## config.mk

```make
export PLATFORM = sky130hd
export DESIGN_NAME = bpred_table
export DESIGN_NICKNAME = d
export VERILOG_FILES = /design/src/rtl/bpred_pkg.sv /design/src/rtl/bpred_ctr_fsm.sv /design/src/rtl/bpred_entry.sv /design/src/rtl/bpred_table.sv
export SDC_FILE = /design/constraint.sdc
export NUM_CORES = 1
export LEC_CHECK = 0
export ABC_CLOCK_PERIOD_IN_PS = 4950
export BUFFER_PORTS_ARGS = -buffer_cell sky130_fd_sc_hd__buf_2
export CAP_MARGIN = 20
export CELL_PAD_IN_SITES_DETAIL_PLACEMENT = 1
export CELL_PAD_IN_SITES_GLOBAL_PLACEMENT = 1
export CORE_MARGIN = 5
export CORE_UTILIZATION = 48
export CTS_CLUSTER_DIAMETER = 30
export DETAILED_ROUTE_END_ITERATION = 7
export PLACE_DENSITY = 0.84
export SYNTH_ARGS = -nofsm -noshare
export SYNTH_HDL_FRONTEND = slang
export SYNTH_SLANG_ARGS = --single-unit
```

## constraint.sdc

```tcl
create_clock -name clk -period 4.95 [get_ports clk]
set_input_delay 0.7425 -clock clk [delete_from_list [all_inputs] [get_ports clk]]
set_output_delay 0.7425 -clock clk [all_outputs]
set_load 0.1 [all_outputs]
```

## src/rtl/bpred_pkg.sv

```systemverilog
package bpred_pkg;
    typedef enum logic [1:0] {
        CTR_SNT = 2'b00,
        CTR_WNT = 2'b01,
        CTR_WT  = 2'b10,
        CTR_ST  = 2'b11
    } ctr_state_t;
endpackage

```

## src/rtl/bpred_ctr_fsm.sv

```systemverilog
module bpred_ctr_fsm
    import bpred_pkg::*;
(
    input  ctr_state_t cur,
    input  logic       taken,
    output ctr_state_t nxt
);
    always_comb begin
        unique case (cur)
            CTR_SNT: nxt = taken ? CTR_WNT : CTR_SNT;
            CTR_WNT: nxt = taken ? CTR_WT  : CTR_SNT;
            CTR_WT:  nxt = taken ? CTR_ST  : CTR_WNT;
            CTR_ST:  nxt = taken ? CTR_ST  : CTR_WT;
            default: nxt = CTR_SNT;
        endcase
    end
endmodule

```

## src/rtl/bpred_entry.sv

```systemverilog
module bpred_entry
    import bpred_pkg::*;
#(
    parameter int TGT_W = 16
) (
    input  logic             clk,
    input  logic             rst,
    input  logic             wr_en,
    input  logic             wr_taken,
    input  logic [TGT_W-1:0] wr_target,
    output ctr_state_t       ctr,
    output logic [TGT_W-1:0] target
);
    ctr_state_t ctr_nxt;

    bpred_ctr_fsm u_fsm (
        .cur   (ctr),
        .taken (wr_taken),
        .nxt   (ctr_nxt)
    );

    always_ff @(posedge clk) begin
        if (rst)        ctr <= CTR_SNT;
        else if (wr_en) ctr <= ctr_nxt;
    end

    always_ff @(posedge clk) begin
        if (rst)                    target <= '0;
        else if (wr_en && wr_taken) target <= wr_target;
    end


    rst_clear_chk: assert property (@(posedge clk) rst |=> (ctr == CTR_SNT && target == '0));


    sat_high_chk: assert property (@(posedge clk) disable iff (rst)
        (wr_en && wr_taken && ctr == CTR_ST) |=> ctr == CTR_ST);


    leave_low_chk: assert property (@(posedge clk) disable iff (rst)
        (wr_en && wr_taken && ctr == CTR_SNT) |=> ctr == CTR_WNT);


    sat_low_chk: assert property (@(posedge clk) disable iff (rst)
        (wr_en && !wr_taken && ctr == CTR_SNT) |=> ctr == CTR_SNT);


    leave_high_chk: assert property (@(posedge clk) disable iff (rst)
        (wr_en && !wr_taken && ctr == CTR_ST) |=> ctr == CTR_WT);


    keep_target_chk: assert property (@(posedge clk) disable iff (rst)
        (wr_en && !wr_taken) |=> $stable(target));


    idle_hold_chk: assert property (@(posedge clk) disable iff (rst)
        !wr_en |=> ($stable(ctr) && $stable(target)));
endmodule

```

## src/rtl/bpred_table.sv

```systemverilog
module bpred_table
    import bpred_pkg::*;
#(
    parameter int ADDR_W  = 16,
    parameter int IDX_W   = 3,
    parameter int ALIGN_W = 2
) (
    input  logic              clk,
    input  logic              rst,
    input  logic [ADDR_W-1:0] lk_pc,
    output logic              lk_taken,
    output logic [ADDR_W-1:0] lk_next,
    input  logic              up_valid,
    input  logic [ADDR_W-1:0] up_pc,
    input  logic              up_taken,
    input  logic [ADDR_W-1:0] up_target
);
    localparam int ENTRIES = 1 << IDX_W;
    localparam logic [ADDR_W-1:0] PC_STEP = ADDR_W'(1 << ALIGN_W);

    logic [IDX_W-1:0]  lk_idx;
    logic [IDX_W-1:0]  up_idx;
    logic [ENTRIES-1:0] wr_en_vec;
    ctr_state_t        ctr_arr [ENTRIES];
    logic [ADDR_W-1:0] tgt_arr [ENTRIES];
    ctr_state_t        lk_state;
    logic [ADDR_W-1:0] lk_tgt;

    assign lk_idx = lk_pc[ALIGN_W +: IDX_W];
    assign up_idx = up_pc[ALIGN_W +: IDX_W];

    for (genvar g = 0; g < ENTRIES; g++) begin : g_entry
        assign wr_en_vec[g] = up_valid && (up_idx == IDX_W'(g));

        bpred_entry #(.TGT_W(ADDR_W)) u_entry (
            .clk       (clk),
            .rst       (rst),
            .wr_en     (wr_en_vec[g]),
            .wr_taken  (up_taken),
            .wr_target (up_target),
            .ctr       (ctr_arr[g]),
            .target    (tgt_arr[g])
        );
    end

    assign lk_state = ctr_arr[lk_idx];
    assign lk_tgt   = tgt_arr[lk_idx];

    always_comb begin
        unique case (lk_state)
            CTR_WT, CTR_ST: begin
                lk_taken = 1'b1;
                lk_next  = lk_tgt;
            end
            default: begin
                lk_taken = 1'b0;
                lk_next  = lk_pc + PC_STEP;
            end
        endcase
    end


    single_write_chk: assert property (@(posedge clk) disable iff (rst) $onehot0(wr_en_vec));


    no_write_idle_chk: assert property (@(posedge clk) disable iff (rst)
        !up_valid |-> wr_en_vec == '0);
endmodule

```

==> results.toml <==
[layout]
postLayoutCellArea_sq_um = 7560
area_growth_pct = 9.94
drive_above_1_share_pct = 15.6
final_core_utilization_pct = 54.0
nFillCells = 1677
nets = 874

[placement]
post_dp_cell_area_sq_um = 7000
detailed_place_hpwl_mm = 13.4
globalplace.congestion = 0.811
io_buffers = 55

[cts]
cts_buffer_depth = 2
post_cts_buffers = 0
clk_pin_slew_ps = 60
cts_buffers = 17
root_buffer = "clkbuf_16"
insertion_delay_ps = 430
cts_hold_buf = 0
numClockSinks = 144
cts_tree = "built"
htree_levels = 4
ctsResizeCount = 0

[synthesis]
yosysTopAreaCell = "dfxtp_1"
syn_area_per_cell_sq_um = 8.38
synth_seq_cells = 144
synth_mux_area_share_pct = 15.5
syn_area_sq_um = 6870
seq_area_frac_synth_pct = 41.9
synth_common_cells = "293 x nand2_1, 145 x a21oi_1, 144 x dfxtp_1"
ys_types = 37
synthSimpleGateAreaFrac_pct = 21.0
ys.flop_type = "dfxtp_1"
synth_xor_area_share_pct = 1.27
synth_top_family_by_area = "simple AND/OR/NAND/NOR gates"
netlist.area_leader.share_pct = 41.9
syn_inst = 820
synth.area.top_cells = "dfxtp_1 42%, nand2_1 16%, mux4_2 11%, a21oi_1 11%, mux2i_1 3.8%"
synth_compound_area_share_pct = 13.8
async_flop_share_pct = 0
yosysMostFrequentCell = "nand2_1"
ys_warn_count = 0
synth_nets = 873
synth-adder-area-share_pct = 0.182
synth_edf_count = 0

[worst_setup_path]
path_class = "primary input to output pin"
cpPeakStageDelay_ps = 490
cp_slowest_cell = "buf_2"
start_kind = "primary input"
worst_path_most_repeated_cell = "buf_2"
cp-end-kind = "output pin"
required_ps = 4210
critPathLaunch = "lk_pc[2]"
timing.rr.start = "g_entry[6].u_entry.ctr[1]"
crit_chain = "buf_2 -> buf_4 -> mux2i_1 -> a221oi_1 -> a311oi_1 -> o21a_1 -> buf_2"
crit_path_max_fanout = 22
arrival_ps = 3010

[pwr]
clkPwrFrac_pct = 45.3
p_switching_uw = 696
p_int_mw = 1.98
cellLeakagePower_nw = 2.57
power_density_nw_per_um2 = 354
pwr-share-comb_pct = 10.5
pwr-share-seq_pct = 44.2
sw_frac_of_total_pct = 26.0
peakVddDrop_mv = 0.275

[grt]
grt_start_max_net_pins = 98
grt_pass1_wl_mm = 34.5
grt_pass1_vias = 6673
grt_overflow = 0
antenna_found_initial = 2
grt_use_total_pct = 26.9

[detailed_routing]
first_pass_iters = 5
vias = 6147
ant_nets = 0
drtIter0Drc = 629
avgViaCountPerCell = 6.06
remaining_drc_errors = 0
wl_mm = 22.0
routedWlPerCell_microns = 21.7

[timing]
period_needed_ps = 3750
slew_violations = 0
fmax_ghz = 0.266
rsz0062_at_grt = "false"
slew_headroom_pct = 29.1
final.setup.tns_ps = 0
hold_violations = 0
whs_ps = 457
setup_viol = 0
final.period_utilization_pct = 75.8
clock-skew-final_ps = 4.93
tightestPinTransition_ps = 1060

[die]
die_h_microns = 130
die_w_microns = 130
die_area_sq_um = 16800
initial_core_util_pct = 49.1
io_pins = 69
row_count = 43
core_sq_um = 14000

[min_path]
hp-start = "g_entry[6].u_entry.target[14]"
hold_class = "flop to flop"

[run_status]
status = "completed"

[run]
drv_cap = 0
-- power by group through the flow --
stage                     Clock, mW  Combinational (mW)  Sequential [mW]
after floorplan                   0               0.224             1.20
after global placement            0               0.269             1.21
after CTS                      1.22               0.281             1.18
after global routing           1.27               0.298             1.18
final                          1.21               0.282             1.18
after detailed placement          0               0.279             1.21
-- critical path, delay by kind of cell --
| family | cells | cell delay, ps |
|---|---|---|
| AOI/OAI and AO/OA | 3 | 670 |
| buffers and inverters | 3 | 1360 |
| muxes | 1 | 220 |
-- path summary, 6_finish.rpt --
check / end / slack, ps / depth (start not counted)
worst min-delay path: g_entry[6].u_entry.target[14] / 460 / 2
worst max-delay path: lk_next[5] / 1200 / 7
worst max register to register: g_entry[6].u_entry.ctr[0] / 3920 / 3
worst min register to register: g_entry[6].u_entry.target[14] / 460 / 2
-- sequential cells by signal, indices dropped and copies added, names as in the netlist --
name and count:
g_entry.u_entry.target 128, g_entry.u_entry.ctr 16
-- metal layers --
layer	vias to the layer above	wire length [microns]	track usage, %
met4	0	559	10.1
li1	2779	-	-
met5	-	0	0
met2	239	11100	47.4
met1	3070	8700	31.3
met3	59	1600	6.88
-- cells in the final DEF, fill, tap and decap left out, types with 2 or more instances in the layout --
| cell | n |
|---|---|
| clkbuf_16 | 17 |
| buf_4 | 3 |
| nand4bb_1 | 2 |
| mux2i_1 | 26 |
| nand3_1 | 4 |
| clkbuf_8 | 4 |
| and4_1 | 3 |
| nand4_1 | 6 |
| a311oi_1 | 5 |
| nor2_4 | 2 |
| clkinvlp_4 | 2 |
| clkbuf_1 | 4 |
| dfxtp_1 | 144 |
| xor2_1 | 10 |
| o21ai_0 | 25 |
| diode_2 | 2 |
| clkinv_2 | 2 |
| and3_1 | 2 |
| or2_2 | 4 |
| and2_1 | 11 |
| mux4_2 | 33 |
| and4bb_1 | 3 |
| a21oi_1 | 145 |
| mux2_2 | 4 |
| buf_2 | 54 |
| nand2_1 | 293 |
| and4b_1 | 3 |
| nor2_1 | 2 |
| inv_1 | 5 |
-- area by class of cell --
type                       instances  area, sq um  share of cell area, %
sequential                       144         2880                   38.2
antenna                            2         5.00                 0.0662
clock inverter                     5         55.1                  0.729
multi-input combinational        594         3560                   47.1
tap                              180          225                   2.98
inverter                           6         22.5                  0.298
timing repair buffer              58          313                   4.14
clock buffer                      25          495                   6.56
-- logic make-up (layout without fill, tap and decap cells) --
| logic type | after synthesis | in the layout |
|---|---|---|
| AND/OR/NAND/NOR | 339 | 339 |
| AO/OA/AOI/OAI | 180 | 180 |
| flip-flops | 144 | 144 |
| buffers and inverters | 82 | 94 |
| multiplexers | 64 | 64 |
| XOR/XNOR | 10 | 10 |
| adder cells (fa/ha/maj) | 1 | 1 |
| other | 0 | 2 |
-- stage by stage --
stage | instances | setup WS, ps | power (mW)
floorplan | 820 | 902 | 1.43
global placement | 982 | 1210 | 1.47
detailed placement | 982 | 1200 | 1.49
CTS | 1012 | 1180 | 2.68
global route | 1014 | 1110 | 2.75
finish | 1014 | 1200 | 2.68
No activity file was read; power rests on OpenSTA's default activity.
